[config.mk]
export PLATFORM = sky130hd
export DESIGN_NAME = tracker_state_addr
export DESIGN_NICKNAME = d
export VERILOG_FILES = /design/src/rtl/trk_pkg.sv /design/src/rtl/trk_quad_sync.sv /design/src/rtl/trk_quad_decode.sv /design/src/rtl/trk_row_addr.sv /design/src/rtl/tracker_state_addr.sv
export SDC_FILE = /design/constraint.sdc
export NUM_CORES = 1
export LEC_CHECK = 0
export ABC_AREA = 1
export CELL_PAD_IN_SITES_DETAIL_PLACEMENT = 2
export CELL_PAD_IN_SITES_GLOBAL_PLACEMENT = 2
export CORE_MARGIN = 2
export CORE_UTILIZATION = 35
export DETAILED_ROUTE_END_ITERATION = 16
export PLACE_DENSITY = 0.95
export SKIP_LAST_GASP = 1
export SLEW_MARGIN = 20
export SYNTH_ARGS = -nofsm -noshare
export SYNTH_HDL_FRONTEND = slang
export SYNTH_HIERARCHICAL = 1
export SYNTH_SLANG_ARGS = --single-unit
[constraint.sdc]
create_clock -name clk_i -period 8.55 [get_ports clk_i]
set_input_delay 2.565 -clock clk_i [delete_from_list [all_inputs] [get_ports clk_i]]
set_output_delay 2.565 -clock clk_i [all_outputs]
set_load 0.1 [all_outputs]
[src/rtl/trk_pkg.sv]
package trk_pkg;
  typedef enum logic [1:0] {
    STEP_NONE = 2'd0,
    STEP_UP   = 2'd1,
    STEP_DN   = 2'd2,
    STEP_BAD  = 2'd3
  } step_e;

  function automatic step_e classify(input logic [1:0] prev, input logic [1:0] cur);
    unique case ({prev, cur})
      4'b00_01, 4'b01_11, 4'b11_10, 4'b10_00: return STEP_UP;
      4'b01_00, 4'b11_01, 4'b10_11, 4'b00_10: return STEP_DN;
      4'b00_11, 4'b11_00, 4'b01_10, 4'b10_01: return STEP_BAD;
      default:                                return STEP_NONE;
    endcase
  endfunction
endpackage

[src/rtl/trk_quad_sync.sv]
module trk_quad_sync #(
  parameter int W      = 2,
  parameter int STAGES = 2
) (
  input  logic         clk_i,
  input  logic         rst_ni,
  input  logic [W-1:0] d_i,
  output logic [W-1:0] q_o
);
  logic [W-1:0] stg_q [STAGES];

  for (genvar s = 0; s < STAGES; s++) begin : g_stage
    always_ff @(posedge clk_i or negedge rst_ni) begin
      if (!rst_ni) stg_q[s] <= '0;
      else if (s == 0) stg_q[s] <= d_i;
      else stg_q[s] <= stg_q[(s == 0) ? 0 : s-1];
    end
  end

  assign q_o = stg_q[STAGES-1];
endmodule

[src/rtl/trk_quad_decode.sv]
module trk_quad_decode
  import trk_pkg::*;
#(
  parameter int DEPTH = 540,
  parameter int POS_W = 16,
  localparam int AW   = $clog2(DEPTH)
) (
  input  logic                    clk_i,
  input  logic                    rst_ni,
  input  logic [1:0]              ab_i,
  output logic signed [POS_W-1:0] pos_o,
  output logic [AW-1:0]           off_o,
  output logic                    err_o
);
  localparam logic [AW-1:0] LAST = AW'(DEPTH - 1);

  logic [1:0]              prev_q;
  logic signed [POS_W-1:0] pos_q;
  logic [AW-1:0]           off_q;
  logic                    err_q;
  step_e                   step;

  assign step = classify(prev_q, ab_i);

  always_ff @(posedge clk_i or negedge rst_ni) begin
    if (!rst_ni) begin
      prev_q <= 2'b00;
      pos_q  <= '0;
      off_q  <= '0;
      err_q  <= 1'b0;
    end else begin
      prev_q <= ab_i;
      err_q  <= (step == STEP_BAD);
      if (step == STEP_UP) begin
        pos_q <= pos_q + 1'b1;
        off_q <= (off_q == LAST) ? '0 : off_q + 1'b1;
      end else if (step == STEP_DN) begin
        pos_q <= pos_q - 1'b1;
        off_q <= (off_q == '0) ? LAST : off_q - 1'b1;
      end
    end
  end

  assign pos_o = pos_q;
  assign off_o = off_q;
  assign err_o = err_q;

  assert_unit_step_R2: assert property (@(posedge clk_i) disable iff (!rst_ni)
    (pos_q != $past(pos_q)) |->
      ((pos_q - $past(pos_q) == POS_W'(1)) || ($past(pos_q) - pos_q == POS_W'(1))));

  assert_bad_holds_R3: assert property (@(posedge clk_i) disable iff (!rst_ni)
    err_q |-> (pos_q == $past(pos_q) && off_q == $past(off_q)));

  assert_off_range_R6: assert property (@(posedge clk_i) disable iff (!rst_ni)
    off_q <= LAST);
endmodule

[src/rtl/trk_row_addr.sv]
module trk_row_addr #(
  parameter int DEPTH = 540,
  parameter int POS_W = 16,
  localparam int AW   = $clog2(DEPTH)
) (
  input  logic                    clk_i,
  input  logic                    rst_ni,
  input  logic                    row_start_i,
  input  logic signed [POS_W-1:0] pos_i,
  input  logic [AW-1:0]           off_i,
  input  logic [AW-1:0]           pix_i,
  output logic signed [POS_W-1:0] row_pos_o,
  output logic [AW-1:0]           addr_o
);
  localparam logic [AW:0] DEPTH_L = (AW+1)'(DEPTH);

  logic signed [POS_W-1:0] row_pos_q;
  logic [AW-1:0]           row_off_q;
  logic [AW:0]             sum;

  always_ff @(posedge clk_i or negedge rst_ni) begin
    if (!rst_ni) begin
      row_pos_q <= '0;
      row_off_q <= '0;
    end else if (row_start_i) begin
      row_pos_q <= pos_i;
      row_off_q <= off_i;
    end
  end

  // both operands are below DEPTH, so one conditional subtract suffices
  assign sum    = {1'b0, pix_i} + {1'b0, row_off_q};
  assign addr_o = (sum >= DEPTH_L) ? AW'(sum - DEPTH_L) : sum[AW-1:0];
  assign row_pos_o = row_pos_q;

  assert_row_hold_R4: assert property (@(posedge clk_i) disable iff (!rst_ni)
    !row_start_i |=> $stable(row_pos_q));

  assert_row_off_hold_R7: assert property (@(posedge clk_i) disable iff (!rst_ni)
    !row_start_i |=> $stable(row_off_q));

  assert_addr_range_R5: assert property (@(posedge clk_i) disable iff (!rst_ni)
    ({1'b0, pix_i} < DEPTH_L) |-> ({1'b0, addr_o} < DEPTH_L));
endmodule

[src/rtl/tracker_state_addr.sv]
module tracker_state_addr #(
  parameter int DEPTH      = 540,
  parameter int POS_W      = 16,
  parameter int SYNC_STAGES = 2
) (
  input  logic                          clk_i,
  input  logic                          rst_ni,
  input  logic                          enc_a_i,
  input  logic                          enc_b_i,
  input  logic                          row_start_i,
  input  logic [$clog2(DEPTH)-1:0]      pix_idx_i,
  output logic signed [POS_W-1:0]       pos_o,
  output logic signed [POS_W-1:0]       row_pos_o,
  output logic [$clog2(DEPTH)-1:0]      addr_o,
  output logic                          step_err_o
);
  localparam int AW = $clog2(DEPTH);

  logic [1:0]              ab_sync;
  logic signed [POS_W-1:0] pos;
  logic [AW-1:0]           off;

  trk_quad_sync #(.W(2), .STAGES(SYNC_STAGES)) u_sync (
    .clk_i  (clk_i),
    .rst_ni (rst_ni),
    .d_i    ({enc_a_i, enc_b_i}),
    .q_o    (ab_sync)
  );

  trk_quad_decode #(.DEPTH(DEPTH), .POS_W(POS_W)) u_dec (
    .clk_i  (clk_i),
    .rst_ni (rst_ni),
    .ab_i   (ab_sync),
    .pos_o  (pos),
    .off_o  (off),
    .err_o  (step_err_o)
  );

  trk_row_addr #(.DEPTH(DEPTH), .POS_W(POS_W)) u_row (
    .clk_i       (clk_i),
    .rst_ni      (rst_ni),
    .row_start_i (row_start_i),
    .pos_i       (pos),
    .off_i       (off),
    .pix_i       (pix_idx_i),
    .row_pos_o   (row_pos_o),
    .addr_o      (addr_o)
  );

  assign pos_o = pos;
endmodule

== Word level (Yosys, flattened, before mapping) ==
Memories as Yosys holds them, arrays and structs flattened.
Cells that the tools add are included.
Widths: inputs -> output; s select.
Storage, ports and cells
  flip-flop bits (word level): 59
  bits in read-only memories: 32
  bits of input ports: 15
  output and inout bits: 43
  logic and storage cells: 29
  memories: 1
Cells by class
  $add $sub $neg: 6
  order comparisons: 1
  eq/ne operators: 4
  mux-type cells: 7
  reductions and logical operators: 2
Memories
  (no name shown): depth 16, width 2, rd ports 1, clocked after memory_dff 0, write ports 0, line trk_pkg.sv:10  | unique case ({prev, cur})
Operators by type and width (count)
  $mux 10: 5
  $mux 16: 2
  $add 16x1->16 const B: 1
  $sub 16x1->16 const B: 1
  $add 10x10->11: 1
  $ge 11x10->1 const B: 1
  $add 10x1->10 const B: 1
  $eq 10x10->1 const B: 1
  $logic_not 10->1: 1
  $sub 10x1->10 const B: 1
  $sub 10x10->10 const B: 1
  $eq 2x2->1 const B: 2
  $eq 2x1->1 const B: 1
  $reduce_bool 2->1: 1

== Logic depth before layout (Yosys ltp) ==
Gate-level depths: netlist (run 1).
  depth after elaboration: 4
  depth in mapped cells: 18

== By module ==
The synthesis (run 1) kept the hierarchy.
By module, submodules not included
  trk_quad_decode: instances 1, cells an instance 411, area each 2586.2 um2, sequential area each 725.7 um2
  trk_row_addr: instances 1, cells an instance 199, area each 1806.7 um2, sequential area each 650.6 um2
  trk_quad_sync: instances 1, cells an instance 6, area each 115.1 um2, sequential area each 100.1 um2

== Worst setup path after synthesis (run 1) ==
No wires, ideal clock.
  kind: input to output
  start: input port pix_idx_i[0]
  end: output port addr_o[9]
  arrival time: 5206 ps
  data required time: 5985 ps
  path slack: 779 ps
  stages: 9
  path through: ha_1 > fa_1 > or2_0 > and2_4 > nand3_1 > nor2_2 > nor2_2 > nand2_1 > o21ai_1
On the way
  longest elaborated chain between the ends: 3
  elaborated cells on any way between the ends: 4
  those cells by class: 2 x add/sub; 1 x order compare; 1 x mux
RTL lines
  start, declared: line tracker_state_addr.sv:11  | input logic [$clog2(DEPTH)-1:0] pix_idx_i,
  $add 10x10->11 (*): line trk_row_addr.sv:32  | assign sum = {1'b0, pix_i} + {1'b0, row_off_q};
  $sub 10x10->10 or $ge 11x10->1 (tied branches): line trk_row_addr.sv:33  | assign addr_o = (sum >= DEPTH_L) ? AW'(sum - DEPTH_L) : sum[AW-1:0];
  $mux 10 (*): line trk_row_addr.sv:33
  end, declared: line tracker_state_addr.sv:14  | output logic [$clog2(DEPTH)-1:0] addr_o,
Every way passes the cells marked *; elsewhere a longest branch is shown, timed or not.

== Final worst setup path (run 1) ==
  start: input port pix_idx_i[0]
  end: output port addr_o[8]
The elaborated chain is that of the path after synthesis.

==> results of run 1 <==
==> cells by family (layout without fill, tap and decap cells) <==
| group | Yosys count | after routing | synth area share [%] |
|---|---|---|---|
| mux | 26 | 26 | 6.49 |
| fa+ha+maj | 32 | 32 | 9.21 |
| simple gates | 350 | 350 | 35.3 |
| flops | 59 | 59 | 32.8 |
| buf+inv | 98 | 160 | 8.83 |
| xor+xnor | 12 | 12 | 2.33 |
| compound gates | 39 | 39 | 5.05 |
==> final timing paths <==
path                            startpoint                 end  cells past startpoint
hold / removal             u_sync/stg_q[2]       u_sync/q_o[0]                      0
min in group asynchronous           rst_ni  u_row/row_pos_o[9]                      2
hold reg to reg            u_sync/stg_q[2]       u_sync/q_o[0]                      0
setup / recovery              pix_idx_i[0]           addr_o[8]                     15
setup reg to reg           u_dec/prev_q[0]      u_dec/pos_o[8]                     16
max in group asynchronous           rst_ni  u_row/row_pos_o[1]                      2
==> area by class of cell <==
type	instances	area, µm²
Multi-Input combinational cell	459	2630
Inverter	85	319
Clock inverter	4	72.6
Timing Repair Buffer	59	558
Sequential cell	59	1480
Clock buffer	12	256
Tap cell	172	215
Fill cell	1529	7090
==> worst register-to-register path: stages (launching register included) <==
cell,delay [ps]
dfrtp_1,420
inv_1,100
o21ai_0,160
nor2_1,70
a21oi_1,190
ha_1,500
inv_2,380
ha_1,510
nand2_1,140
nor2_1,140
nand2_1,110
nand3_1,220
nand2_1,150
nand2_1,80
nand2_1,50
nand3_1,80
nand2_1,100
==> through the flow <==
| stage | utilization [%] | setup WS, ps | hold slack (ps) | std cells |
|---|---|---|---|---|
| after CTS | 43.8 | 765 | 357 | 850 |
| after floorplan | - | 779 | 331 | 616 |
| after detailed placement | 41.2 | 787 | 345 | 834 |
| final | 43.8 | 778 | 358 | 850 |
| after global placement | 41.2 | 1040 | 335 | 834 |
| after global routing | 43.8 | 614 | 362 | 850 |
==> flip-flops by register name, summed over array words and instances, names as in the netlist <==
name,count
u_row/row_pos_o,16
u_dec/prev_q,2
u_dec/pos_o,16
u_dec/err_o,1
u_sync/q_o,2
u_row/row_off_q,10
u_dec/off_o,10
u_sync/stg_q,2
==> cells in the mapped netlist (2+ instances only) <==
library cell and number:
nand3b_1 5, nor3_1 3, o21ai_1 6, o21ai_0 9
or2_2 3, xnor2_1 3, buf_2 6, nand2_1 203
ha_1 30, nor2_2 7, nand2_4 5, nand2_2 10
clkinv_1 2, and2_1 2, a31oi_1 2, a21oi_1 15
nand3_2 3, inv_2 6, fa_1 2, buf_4 2
nand4_1 7, nand3_1 53, a21oi_2 2, buf_6 2
mux2_2 26, dfrtp_1 59, xor2_1 9, inv_1 77
nor2_1 43, clkbuf_1 3
==> cells in the final DEF, fill, tap and decap left out, types with 2 or more instances in the layout <==
cell             synthesis  layout
nand2_1                203     203
inv_1                   77      77
dfrtp_1                 59      59
nand3_1                 53      53
clkdlybuf4s50_1          0      47
nor2_1                  43      43
ha_1                    30      30
mux2_2                  26      26
a21oi_1                 15      15
buf_4                    2      11
nand2_2                 10      10
clkbuf_16                0       9
o21ai_0                  9       9
xor2_1                   9       9
nor2_2                   7       7
nand4_1                  7       7
inv_2                    6       6
o21ai_1                  6       6
nand3b_1                 5       5
nand2_4                  5       5
xnor2_1                  3       3
or2_2                    3       3
nand3_2                  3       3
nor3_1                   3       3
clkbuf_8                 0       2
bufinv_16                0       2
a31oi_1                  2       2
and2_1                   2       2
fa_1                     2       2
clkinv_1                 2       2
a21oi_2                  2       2
==> layer usage <==
metal | vias to the layer above | track usage [%] | wire [µm]
li1 | 2060 | - | -
met1 | 2273 | 28.0 | 6930
met2 | 88 | 51.3 | 9710
met3 | 38 | 4.94 | 462
met4 | 0 | 9.49 | 482
met5 | - | 0 | 0
==> impl_metrics.toml, run 1 <==
[status]
status = "complete, no violations"

[worst_setup_path]
critical_path.endpoint_type = "primary output"
arrival_ps = 5210
crit_path_max_incr_delay_ps = 410
crit_chain = "clkdlybuf4s50_1 -> ha_1 -> fa_1 -> nand2_1 -> nand2_2 -> nand4_1 -> nand2_1 -> nand2_1 -> nand2_1 -> nor2_2 -> nand3_4 -> nand2_4 -> nand3_1 -> nand2_1 -> buf_4"
crit_slowest_cell = "clkdlybuf4s50_1"
crit_family = "simple AND/OR/NAND/NOR gates"
cp_max_fo = 8
crit_required_ps = 5990
r2r_slack_ps = 5030
worst-path-buf-inv = 2
crit_top_cell = "nand2_1"
startpoint_type = "input port"
crit_type = "input port to primary output"

[cells_and_area]
fin_area_um2 = 5530
finish.net_count = 720
diodes = 0
drive_gt1_share_pct = 14.0
area_delta_synth_final_pct = 22.7

[timing]
fin_crit_ps = 7770
hold_viol = 0
min_period_over_period_pct = 90.9
tightest_slew_ps = 1000
setup_viol = 0
finClkSkew_ps = 9.05
slew_headroom_pct = 33.1
rsz0062_at_grt = "no"
tns_ps = 0
drv_slew = 0
fmax_ghz = 0.129

[die]
rows = 41
dieHeight_um = 117
core-area_um2 = 12600
dieArea_um2 = 13800
pin_count = 58
fp.dieW_um = 117
start_util_pct = 35.7

[synthesis]
seq_area_frac_synth_pct = 32.8
synth_area_um2 = 4510
synth_edf_count = 0
syn_inst = 616
synth.distinct_cells = 41
yosysTopAreaCell = "dfrtp_1"
synth_top_area_share_pct = 32.8
async_reset_ff_share_pct = 100
syn_nets = 663
avgSynthCellArea_um2 = 7.32
synth.area.top_cells = "dfrtp_1 33%, nand2_1 17%, ha_1 8.3%"
synth_ff_type = "dfrtp_1"
synth_seq_cells = 59
yosys_warnings = 6

[placement]
placed_area_um2 = 5200
place.gp.congestion = 0.835
dp_hpwl_um = 11600
port_buffers = 57

[clocking]
h-tree-depth = 3
clock-sinks = 59
cts-resized-gates = 0
clk_path_buf_depth = 2
root_buffer = "clkbuf_16"
cts_setup_buffers = 0
cts_tree = "yes"
numCtsBuffers = 9
insertion_delay_ps = 330
cts.clk_slew.worst_paths_ps = 50
cts_hold_buf = 0

[global_route]
first_global_vias = 5309
antenna_found_initial = 0
grt_max_degree = 60
overflow = 0
grt_use_total_pct = 26.4
grt_pass1_wl_um = 28800

[detailed_routing]
via_count = 4459
totalWireLength_um = 17600
drc = 0
wl_per_cell_um = 20.7
drtPass1Iterations = 4
drtAntennaViolNets = 0
drtIter0Drc = 160
vias_per_cell = 5.25

[worst_hold_path]
hold_path.class = "flip-flop to flip-flop"

[job]
maxCapViolations = 0
Power of run 1 is left out: the tool's default activity adds up to more than one toggle a clock period on the data nets, which glitch-free logic cannot reach.
==> run 2: changes to the inputs <==
--- a/config.mk
+++ b/config.mk
@@ -5,11 +5,12 @@
 export SDC_FILE = /design/constraint.sdc
 export NUM_CORES = 1
 export LEC_CHECK = 0
-export ABC_AREA = 1
+export ABC_AREA = 0
 export CELL_PAD_IN_SITES_DETAIL_PLACEMENT = 2
 export CELL_PAD_IN_SITES_GLOBAL_PLACEMENT = 2
 export CORE_MARGIN = 2
-export CORE_UTILIZATION = 35
+export CORE_UTILIZATION = 38
+export CTS_CLUSTER_DIAMETER = 40
 export DETAILED_ROUTE_END_ITERATION = 16
 export PLACE_DENSITY = 0.95
 export SKIP_LAST_GASP = 1
==> run 2 against run 1 <==
Hold slack got worse by 1.5 ps; synthesized cell count fell by 30%; count of clock-buffer cells in the layout fell by 2; critical endpoint is now addr_o[3]; sequential share of layout area rose by 1.8 points; critical path depth fell by 5; largest cell class unchanged; die area fell by 14%; via count fell by 14%; wire length fell by 17%; maximum frequency fell by 6.7%; register-to-register slack got worse by 900 ps; setup slack got worse by 550 ps; flip-flop and latch count did not move.
==> impl_metrics.toml, run 2 <==
[worst_setup_path]
r2r_slack_ps = 4130
startpoint_type = "input port"
crit_slowest_cell = "fa_1"
crit_path_max_incr_delay_ps = 470
worstReg2RegStart = "u_sync/q_o[0]"
arrival_ps = 5760
critical_path.endpoint_type = "primary output"
cp_max_fo = 6
r2r_end = "u_dec/pos_o[8]"
ff2ff_path_depth = 12
crit_required_ps = 5990
crit_chain = "clkdlybuf4s50_1 -> ha_1 -> fa_1 -> a211o_1 -> a41o_4 -> o21ai_0 -> nand4bb_4 -> o21a_1 -> mux2_4 -> buf_12"
crit_type = "input port to primary output"

[synthesis]
synth_seq_cells = 59
yosys.area_share.adder_pct = 9.93
avgSynthCellArea_um2 = 9.63
async_reset_ff_share_pct = 100
synth.most_common_cell = "dfrtp_1"
synth_compound_area_share_pct = 22.1
synth_top_family_by_area = "compound AO/OA/AOI/OAI gates"
ys_top_cells_by_count = "59 x dfrtp_1, 32 x nand2_1, 30 x ha_1"
syn_inst = 434
synth_top_area_share_pct = 35.3
synth_edf_count = 0
synth_area_um2 = 4180
synth.area.top_cells = "dfrtp_1 35%, ha_1 9.0%, mux2_2 7.0%"
synth_ff_type = "dfrtp_1"
yosysTopAreaCell = "dfrtp_1"
yosys.area_share.simple_pct = 16.6
synth.distinct_cells = 70
syn_nets = 481
synth_xor_area_share_pct = 3.98
synthMuxAreaShare_pct = 8.56
seq_area_frac_synth_pct = 35.3
yosys_warnings = 6

[timing]
fin_hold_ws_ps = 356
slew_headroom_pct = 31.4
fin_ws_ps = 224
fmax_ghz = 0.120
setup_viol = 0
drv_slew = 0
tns_ps = 0
tightest_slew_ps = 1030
fin_crit_ps = 8330
hold_viol = 0
rsz0062_at_grt = "no"
finClkSkew_ps = 8.51
min_period_over_period_pct = 97.4

[placement]
place.gp.congestion = 0.825
dp_slack_ps = 231
dp_hpwl_um = 10300
placed_area_um2 = 4970
port_buffers = 57

[global_route]
antenna_found_initial = 0
first_global_vias = 4424
grt_max_degree = 60
overflow = 0
grt_pass1_wl_um = 23700
grt_use_total_pct = 26.3

[worst_hold_path]
hold_start = "u_sync/stg_q[3]"
holdPathEnd = "u_sync/q_o[1]"
hold_path.class = "flip-flop to flip-flop"
hold_depth = 0

[detailed_routing]
totalWireLength_um = 14700
drtIter0Drc = 187
drc = 0
wl_per_cell_um = 23.1
drtAntennaViolNets = 0
vias_per_cell = 6.05
drtPass1Iterations = 4
via_count = 3834

[status]
status = "complete, no violations"

[cells_and_area]
mostFrequentLayoutCells = "59 x dfrtp_1, 47 x clkdlybuf4s50_1, 32 x nand2_1, 30 x ha_1, 27 x a21oi_1"
finish.net_count = 536
drive_gt1_share_pct = 15.2
fin_area_um2 = 5180
seq_area_um2 = 1480
n_fill_cell = 1134
multi_input_comb_area_um2 = 2580
area_delta_synth_final_pct = 23.8
diodes = 0
final_common_cell = "dfrtp_1"

[clocking]
cts_setup_buffers = 0
cts.clk_slew.worst_paths_ps = 70
cts_tree = "yes"
cts-resized-gates = 0
cts_hold_buf = 0
root_buffer = "clkbuf_8"
numCtsBuffers = 9
clk_path_buf_depth = 2
clock-sinks = 59
h-tree-depth = 3
insertion_delay_ps = 370

[die]
rows = 38
fp.dieW_um = 109
core-area_um2 = 10800
dieHeight_um = 109
dieArea_um2 = 11900
start_util_pct = 38.7
pin_count = 58

[job]
maxCapViolations = 0
## run 2: cell types whose count changed in the layout (fill, tap and decap cells not counted), sizes merged, moves of 6 or more
cell    previous run  this run
nand3b             6         0
nor3               3        13
nand3             57        11
o211ai             1         8
nand2            218        33
o21ai             15        30
xnor2              3        12
nor2              52        20
a21oi             18        27
inv               83        20
and3               0         9
a21o               0        14
o31ai              1         9
o21a               0         8
## run 2: cell families (layout without fill, tap and decap cells)
family | count (synthesis) | count (layout)
AOI/OAI and AO/OA | 133 | 133
and+or+nand+nor | 123 | 123
DFF | 59 | 59
buffers and inverters | 36 | 96
adders and majority gates | 32 | 32
muxes | 32 | 32
xor gates and xnor gates | 19 | 19
## run 2: cell type report
class / count / share of cell area [%]
Clock buffer: 10 / 2.66
Inverter: 19 / 1.38
Tap cell: 140 / 3.38
Sequential cell: 59 / 28.5
Multi-Input combinational cell: 339 / 49.8
Timing Repair Buffer: 61 / 13.0
Clock inverter: 6 / 1.23
## run 2: worst max-delay path by stage
| stage | cells past startpoint | to | start |
|---|---|---|---|
| after floorplan | 7 | addr_o[7] | pix_idx_i[0] |
| after detailed placement | 10 | addr_o[3] | pix_idx_i[0] |
| final | 10 | addr_o[3] | pix_idx_i[0] |
| after CTS | 10 | addr_o[3] | pix_idx_i[0] |
| after global placement | 10 | addr_o[3] | pix_idx_i[0] |
| after global routing | 10 | addr_o[3] | pix_idx_i[0] |
## run 2: worst max-delay path: cells and delay by family
kind	cells	cell delay [ps]
mux	1	340
simple gates	1	270
compound gates	4	1280
fa+ha+maj	2	730
buf+inv	2	570
## run 2: per-layer routing
| layer | wire length [µm] | vias to the layer above | global-route usage (%) |
|---|---|---|---|
| met3 | 414 | 38 | 5.32 |
| li1 | - | 1743 | - |
| met4 | 476 | 0 | 12.6 |
| met1 | 5990 | 1972 | 29.3 |
| met2 | 7790 | 81 | 47.5 |
| met5 | 0 | - | 0 |
## run 2: through the flow
| stage | std cells | util [%] |
|---|---|---|
| 2_1_floorplan | 434 | - |
| 3_3_place_gp | 618 | 46.1 |
| 3_5_place_dp | 618 | 46.1 |
| 4_1_cts | 634 | 48.0 |
| 5_1_grt | 634 | 48.0 |
| 6_report | 634 | 48.0 |
Power of run 2 is left out for the same reason.
